--- src/rtl/sp_pkg.sv ---
package sp_pkg;

  typedef enum logic {
    CONV_NIBBLE = 1'b0,
    CONV_BYTE   = 1'b1
  } conv_mode_e;

  localparam int unsigned SP_WORD_W      = 4;
  localparam int unsigned SP_SYNC_STAGES = 2;

  // Width of the phase counter: it spans two words so that the pair mode fits.
  function automatic int unsigned phase_width(input int unsigned word_w);
    return $clog2(2 * word_w);
  endfunction

  // Phase count at which a word is complete, for the given mode.
  function automatic int unsigned term_count(input conv_mode_e m, input int unsigned word_w);
    return (m == CONV_BYTE) ? (2 * word_w - 1) : (word_w - 1);
  endfunction

endpackage

--- src/rtl/sp_sync_edge.sv ---
module sp_sync_edge #(
  parameter int unsigned STAGES = sp_pkg::SP_SYNC_STAGES
) (
  input  logic clk,
  input  logic rst,
  input  logic async_in,
  output logic rise_o
);

  logic [STAGES:0] pipe;

  always_ff @(posedge clk) begin
    if (rst) pipe <= '0;
    else     pipe <= {pipe[STAGES-1:0], async_in};
  end

  assign rise_o = pipe[STAGES-1] & ~pipe[STAGES];

  // one rising edge gives exactly one slip strobe
  p_single_slip_r8: assert property (@(posedge clk) disable iff (rst)
    rise_o |=> !rise_o);

endmodule

--- src/rtl/sp_divider.sv ---
module sp_divider #(
  parameter int unsigned WORD_W = sp_pkg::SP_WORD_W
) (
  input  logic clk,
  input  logic rst,
  input  logic mode_byte,
  input  logic swallow,
  output logic load_o,
  output logic div_word_o,
  output logic div_pair_o
);
  import sp_pkg::*;

  localparam int unsigned CNT_W = phase_width(WORD_W);
  localparam logic [CNT_W-1:0] TERM_NIB = CNT_W'(term_count(CONV_NIBBLE, WORD_W));
  localparam logic [CNT_W-1:0] TERM_BYT = CNT_W'(term_count(CONV_BYTE, WORD_W));

  logic [CNT_W-1:0] cnt;
  logic             at_term;
  conv_mode_e       mode_e;

  assign mode_e = conv_mode_e'(mode_byte);

  always_ff @(posedge clk) begin
    if (rst)           cnt <= '0;
    else if (!swallow) cnt <= cnt + 1'b1;
  end

  generate
    if (CNT_W > 1) begin : g_multi
      always_comb begin
        if (mode_e == CONV_BYTE) at_term = (cnt == TERM_BYT);
        else                     at_term = (cnt[CNT_W-2:0] == TERM_NIB[CNT_W-2:0]);
      end
      assign div_word_o = cnt[CNT_W-2];
    end else begin : g_single
      assign at_term    = (cnt == TERM_BYT);
      assign div_word_o = cnt[0];
    end
  endgenerate

  assign load_o     = at_term & ~swallow;
  assign div_pair_o = cnt[CNT_W-1];

  // a slip strobe freezes the phase for that edge
  p_swallow_hold_r7: assert property (@(posedge clk) disable iff (rst)
    swallow |=> $stable(cnt));

  // the divide-by-8 clock rises only where the divide-by-4 clock falls
  p_pair_follows_word_r6: assert property (@(posedge clk) disable iff (rst)
    $rose(div_pair_o) |-> $fell(div_word_o));

  // in pair mode a load is issued only when both divided clocks are high
  p_byte_load_phase_r4: assert property (@(posedge clk) disable iff (rst)
    (mode_byte && load_o) |-> (div_word_o && div_pair_o));

endmodule

--- src/rtl/sp_shift.sv ---
module sp_shift #(
  parameter int unsigned WORD_W = sp_pkg::SP_WORD_W
) (
  input  logic              clk,
  input  logic              rst,
  input  logic              ser_bit,
  input  logic              load,
  output logic [WORD_W-1:0] par_o,
  output logic              sout_o
);

  logic [WORD_W-1:0] chain;
  logic [WORD_W-1:0] chain_nxt;

  // New bits enter at the top, so the earliest one settles at index 0.
  assign chain_nxt = {ser_bit, chain[WORD_W-1:1]};

  always_ff @(posedge clk) begin
    if (rst) begin
      chain <= '0;
      par_o <= '0;
    end else begin
      chain <= chain_nxt;
      if (load) par_o <= chain_nxt;
    end
  end

  assign sout_o = chain[0];

  // each captured bit lands at the top of the chain one edge later
  p_chain_entry_r9: assert property (@(posedge clk) disable iff (rst)
    1'b1 |=> (chain[WORD_W-1] == $past(ser_bit)));

  // the parallel word changes only on a load
  p_par_hold_r3: assert property (@(posedge clk) disable iff (rst)
    !load |=> $stable(par_o));

endmodule

--- src/rtl/ser_to_par_slip.sv ---
module ser_to_par_slip #(
  parameter int unsigned WORD_W      = sp_pkg::SP_WORD_W,
  parameter int unsigned SYNC_STAGES = sp_pkg::SP_SYNC_STAGES
) (
  input  logic              clk,
  input  logic              rst,
  input  logic              sin_a,
  input  logic              sin_b,
  input  logic              sel_a,
  input  logic              mode_byte,
  input  logic              sync_in,
  output logic [WORD_W-1:0] par_q,
  output logic              ser_out,
  output logic              clk_div_word,
  output logic              clk_div_pair
);

  logic ser_bit;
  logic slip_fire;
  logic word_load;

  assign ser_bit = sel_a ? sin_a : sin_b;

  sp_sync_edge #(.STAGES(SYNC_STAGES)) u_sync (
    .clk      (clk),
    .rst      (rst),
    .async_in (sync_in),
    .rise_o   (slip_fire)
  );

  sp_divider #(.WORD_W(WORD_W)) u_div (
    .clk        (clk),
    .rst        (rst),
    .mode_byte  (mode_byte),
    .swallow    (slip_fire),
    .load_o     (word_load),
    .div_word_o (clk_div_word),
    .div_pair_o (clk_div_pair)
  );

  sp_shift #(.WORD_W(WORD_W)) u_shift (
    .clk     (clk),
    .rst     (rst),
    .ser_bit (ser_bit),
    .load    (word_load),
    .par_o   (par_q),
    .sout_o  (ser_out)
  );

  // reset leaves every output at zero
  p_reset_clear_r10: assert property (@(posedge clk)
    rst |=> (par_q == '0 && !ser_out && !clk_div_word && !clk_div_pair));

  // no load happens on an edge where the phase is held
  p_no_load_on_slip_r7: assert property (@(posedge clk) disable iff (rst)
    slip_fire |-> !word_load);

endmodule

--- config.mk ---
export PLATFORM = sky130hd
export DESIGN_NAME = ser_to_par_slip
export DESIGN_NICKNAME = d
export VERILOG_FILES = /design/src/rtl/sp_pkg.sv /design/src/rtl/sp_sync_edge.sv /design/src/rtl/sp_divider.sv /design/src/rtl/sp_shift.sv /design/src/rtl/ser_to_par_slip.sv
export SDC_FILE = /design/constraint.sdc
export NUM_CORES = 1
export LEC_CHECK = 0
export ABC_CLOCK_PERIOD_IN_PS = 3000
export BUFFER_PORTS_ARGS = -buffer_cell sky130_fd_sc_hd__buf_2
export CORE_AREA = 8 8 45 47
export DETAILED_ROUTE_END_ITERATION = 10
export DIE_AREA = 0 0 53 55
export GPL_TIMING_DRIVEN = 1
export PLACE_DENSITY_LB_ADDON = 0.2
export SYNTH_ARGS = -nofsm -noshare
export SYNTH_HDL_FRONTEND = slang
export SYNTH_SLANG_ARGS = --single-unit
--- constraint.sdc ---
create_clock -name clk -period 3 [get_ports clk]
set_input_delay 0.3 -clock clk [delete_from_list [all_inputs] [get_ports clk]]
set_output_delay 0.3 -clock clk [all_outputs]
set_load 0.05 [all_outputs]
==> metrics, run 1 <==
synthesized flop and latch total=14; arrival time at the worst endpoint=1.60 ns; final setup TNS=0 ns; CTS sink cnt=14; Syn Nets=51; Die Y=55 µm; Starting Density=38.61%; CTS clk-pin slew, worst paths=0.07 ns; Die X=53 µm; overall routing resource usage=6.586%; syn avg cell area=12.72 µm²; CTS tree=built; most frequent cells in the layout=dfxtp_1, buf_2, and2b_1; WS Path Type=flop to flop; layout cells sized above 1=38.60%; Antenna Nets Post-Route=0; area of the core=1384 µm²; status=finished, final reports clean; CTS Buf Count=3; worst slew pin tran=0.2445 ns; die footprint=2915 µm²; Slew Limit Fails=0; sequential share of the synthesized area=52.46%; Peak VDD IR=0.2304 mV; cts hold-fix bufs=0; global-route wire length before repair=1331 µm; f_max=694.9 MHz; sw frac=24.60%; Comb power frac=12.6%; post-layout util=45.57%; sequential power share=58.2%; grt ovf=0; most common cell after layout, fill and taps aside=dfxtp_1; dpl cell area=608.1 µm²; Port Buffers=13; final setup fails=0; Net count, final=68; leakage=0.3279 nW; initial DRC count=4; I/O pin cnt=14; internal power=257.6 µW; CTS Buffer Depth=2; final instance area=630.6 µm²; max_slew headroom=83.23%; min cycle time layout=1.439 ns; Crit. End Element=flop; Clk pwr share=29.2%; worst min-delay path category=primary input to flop; htree depth=1; sw power=84.04 µW; post-place setup slack=1.573 ns; CP startpoint kind=flop; vias in the first global route=303; root buf cell=clkbuf_4; Worst Path Max Fanout=4; Avg WL per Cell=11.47 µm; placed cells=70; Post-route DRC=0; Yosys Warn Count=0; largest net degree at the start of global routing=15; Antenna Cells=0; Max-Cap Viols=0; dpl hpwl=621.1 µm; Final period util=47.97%; vias=321; via/cell ratio=4.397; Worst Slack Setup Final=1.561 ns; Clock Skew=0.001270 ns; Post-CTS Resized=0; area grow syn2layout=18.03%; global placement routability congestion=0.6186; RSZ-0062 raised after global routing=no; fill count=142; P per Cell Area=541.7 nW/µm²; final hold vios=0; Clock Latency Late Sink=0.27 ns; synthesized instance count=42; final non-filler cell total=73; setup bufs post-CTS=0; drt total wl=837 µm; initial antenna violation count=0; CP required=3.16 ns; Mapped Area=534.3 µm²; Pre-antenna DRT Iters=3; Cell Rows=14; Yosys cell types=11
[synthesized netlist by cell type]
master,count,area [µm²]
dfxtp_1,14,280.3
and2b_4,1,10.01
xor2_1,1,8.760
nor2_1,4,15.01
mux2i_1,4,40.04
buf_6,1,11.26
nor2b_1,2,12.51
ha_1,2,25.02
mux2_4,4,60.06
nor2_4,1,11.26
and2b_1,8,60.06
[area by class of cell]
type / instances / area, µm² / area share (%)
Sequential cell: 14 / 280.3 / 44.44
Tap cell: 16 / 20.02 / 3.175
Timing Repair Buffer: 13 / 65.06 / 10.32
Multi-Input combinational cell: 27 / 242.7 / 38.49
Clock buffer: 3 / 22.52 / 3.571
[final timing paths]
check	endpoint	startpoint	slack, ns	cells past startpoint
setup / recovery	u_shift.par_o[2]	u_div.cnt[1]	1.56	5
hold / removal	u_sync.pipe[0]	sync_in	0.25	2
setup reg to reg	u_shift.par_o[2]	u_div.cnt[1]	1.56	5
hold reg to reg	u_sync.pipe[1]	u_sync.pipe[0]	0.44	1
[power by group through the flow]
stage	combinational [mW]	sequential [mW]	clock, mW
floorplan	0.0204	0.216	0
global route	0.0476	0.200	0.116
detailed placement	0.0438	0.203	0
global placement	0.0437	0.203	0
finish	0.0430	0.199	0.0999
CTS	0.0440	0.199	0.106
[kinds of logic (layout without fill, tap and decap cells)]
logic type / count (synthesis) / in the layout / share of synthesized area, %
adders and majority gates: 2 / 2 / 4.683
muxes: 8 / 8 / 18.74
xor gates and xnor gates: 1 / 1 / 1.640
buffers and inverters: 1 / 16 / 2.108
DFF: 14 / 14 / 52.46
and+or+nand+nor: 16 / 16 / 20.37
[flip-flops by register name (all words and copies together), names as in the netlist]
signal,count
u_shift.chain,4
u_div.cnt,3
u_sync.pipe,3
u_shift.par_o,4
[per-stage QoR]
stage | total power [mW] | hold slack [ns]
after floorplan | 0.2364 | 0.4109
after global placement | 0.2465 | 0.4168
after detailed placement | 0.2470 | 0.4259
after CTS | 0.3493 | 0.2373
after global routing | 0.3637 | 0.2263
final | 0.3416 | 0.2460
[critical path, stage by stage, from the launching register on]
cell,delay [ns]
dfxtp_1,0.32
ha_1,0.21
ha_1,0.17
mux2i_1,0.23
nor2_4,0.09
mux2_4,0.31
[layer usage]
metal  GRT usage, %  wire [µm]  vias up
met1          6.769        379      144
li1               -          -      167
met2          8.984        367       10
met3          4.813         90        0
met4          5.172          0        0
met5              0          0        -
(Power assumes the default switching activity.)
==> run 2, diff against run 1 <==
--- a/config.mk
+++ b/config.mk
@@ -5,7 +5,7 @@
 export SDC_FILE = /design/constraint.sdc
 export NUM_CORES = 1
 export LEC_CHECK = 0
-export ABC_CLOCK_PERIOD_IN_PS = 3000
+export ABC_CLOCK_PERIOD_IN_PS = 1300
 export BUFFER_PORTS_ARGS = -buffer_cell sky130_fd_sc_hd__buf_2
 export CORE_AREA = 8 8 45 47
 export DETAILED_ROUTE_END_ITERATION = 10
==> constraint.sdc (replaced) <==
create_clock -name clk -period 1.3 [get_ports clk]
set_input_delay 0.13 -clock clk [delete_from_list [all_inputs] [get_ports clk]]
set_output_delay 0.13 -clock clk [all_outputs]
set_load 0.05 [all_outputs]
==> metrics, run 2 (synthesis results as in run 1) <==
status=finished, violations left; failing checks=setup timing; die footprint=2915 µm² (unchanged); largest net degree at the start of global routing=15 (unchanged); Worst Slack Setup Final=-0.01277 ns (-1.574 ns); f_max=761.7 MHz (+9.6%); post-layout util=50.63% (+5.1 points); Starting Density=38.61% (unchanged); Pre-antenna DRT Iters=3 (unchanged); vias=346 (+7.8%); leakage=0.3405 nW (+3.9%); drt total wl=897 µm (+7.2%); fill count=141 (-0.70%); layout cells sized above 1=50.82% (+12 points); area of the core=1384 µm² (unchanged); Worst Path Max Fanout=4 (unchanged); max_slew headroom=83.25% (about the same); CP required=1.46 ns (-1.70 ns); Slew Limit Fails=0 (unchanged); worst slew pin tran=0.2530 ns (+0.008497 ns); CP startpoint kind=flop; Port Buffers=13 (unchanged); CTS Buf Count=3 (unchanged); area grow syn2layout=31.15%; via/cell ratio=4.494 (+2.2%); initial DRC count=1 (-3); final non-filler cell total=77 (+5.5%); Cell Rows=14 (unchanged); vias in the first global route=368 (+21%); Max-Cap Viols=0 (unchanged); grt ovf=0 (unchanged); Die Y=55 µm (unchanged); I/O pin cnt=14 (unchanged); global-route wire length before repair=1518 µm (+14%); CTS sink cnt=14 (unchanged); CTS clk-pin slew, worst paths=0.09 ns (+0.02 ns); Post-route DRC=0 (unchanged); dpl hpwl=699.1 µm (+13%); final hold vios=0 (unchanged); Clock Skew=0.01013 ns (+0.008858 ns); CTS tree=built; root buf cell=clkbuf_4; htree depth=1 (unchanged); placed cells=72 (+2.9%); RSZ-0062 raised after global routing=yes; post-place setup slack=-0.06321 ns (-1.636 ns); P per Cell Area=1212 nW/µm² (+120%); Crit. End Element=flop; Final period util=101.0% (+53 points); Peak VDD IR=0.5209 mV (+130%); WS Path Type=flop to flop; global placement routability congestion=0.6770 (+9.4%); most frequent cells in the layout=buf_2, dfxtp_1, and2b_1; Avg WL per Cell=11.65 µm (+1.6%); worst min-delay path category=primary input to flop; Die X=53 µm (unchanged); CTS Buffer Depth=2 (unchanged); initial antenna violation count=0 (unchanged); most common cell after layout, fill and taps aside=buf_2; min cycle time layout=1.313 ns (-0.1263 ns); Net count, final=71 (+4.4%); overall routing resource usage=7.127% (+0.54 points); arrival time at the worst endpoint=1.48 ns (-0.12 ns); final setup fails=3 (+3); Antenna Cells=0 (unchanged); Clock Latency Late Sink=0.28 ns (about the same); Antenna Nets Post-Route=0 (unchanged); Top Registers=u_shift.chain: 4 flops, u_shift.par_o: 4 flops
## run 2: power by group
| group | leakage (nW) | switching (mW) | total [mW] | internal, mW |
|---|---|---|---|---|
| Clock | 0.0150 | 0.140 | 0.259 | 0.119 |
| Combinational | 0.210 | 0.0680 | 0.126 | 0.0578 |
| Sequential | 0.116 | 0.0131 | 0.465 | 0.451 |
## run 2: per-layer routing
metal	wire, µm	GRT usage, %	part of all wire [%]
met1	396	7.209	44
met2	426	11.91	47
met3	74	2.674	8.2
met4	0	5.172	0
met5	0	0	0
## run 2: path summary, 6_finish.rpt
kind / cells after the start / end / from / slack, ns
worst max-delay path: 5 / u_shift.par_o[2] / u_div.cnt[1] / -0.01
worst min-delay path: 2 / u_sync.pipe[0] / sync_in / 0.06
worst max register to register: 5 / u_shift.par_o[2] / u_div.cnt[1] / -0.01
worst min register to register: 1 / u_sync.pipe[1] / u_sync.pipe[0] / 0.46
## run 2: cell type report
| cell class | count | area (µm²) | share of cell area, % |
|---|---|---|---|
| multi-input combinational | 27 | 280.3 | 40.00 |
| tap | 16 | 20.02 | 2.857 |
| clock buffer | 4 | 26.28 | 3.750 |
| sequential | 14 | 286.5 | 40.89 |
| timing repair buffer | 16 | 87.58 | 12.50 |
## run 2: timing repair
item / in CTS / in global routing
endpoints found under the setup margin: 4 / 4
buffers inserted: 1 / 0
hold buffers: 0 / 0
pin swaps: 2 / 0
resized for setup: 2 / 0
## run 2: per-stage QoR
| stage | power (mW) | hold WS, ns | area (µm²) | setup TNS (ns) |
|---|---|---|---|---|
| floorplan | 0.5593 | 0.2582 | 568.0 | -0.3983 |
| global placement | 0.5967 | 0.3455 | 656.9 | -0.1756 |
| detailed placement | 0.5983 | 0.3528 | 656.9 | -0.2427 |
| CTS | 0.8611 | 0.05293 | 700.7 | -0.04770 |
| global route | 0.8913 | 0.05524 | 700.7 | -0.1192 |
| finish | 0.8491 | 0.05525 | 700.7 | -0.02524 |
## run 2: worst max-delay path, cell delays in order, from the launching register on
cell and delay [ns]:
dfxtp_4 0.36, ha_4 0.16, ha_4 0.15, mux2i_4 0.15, nor2_4 0.07, mux2_4 0.29
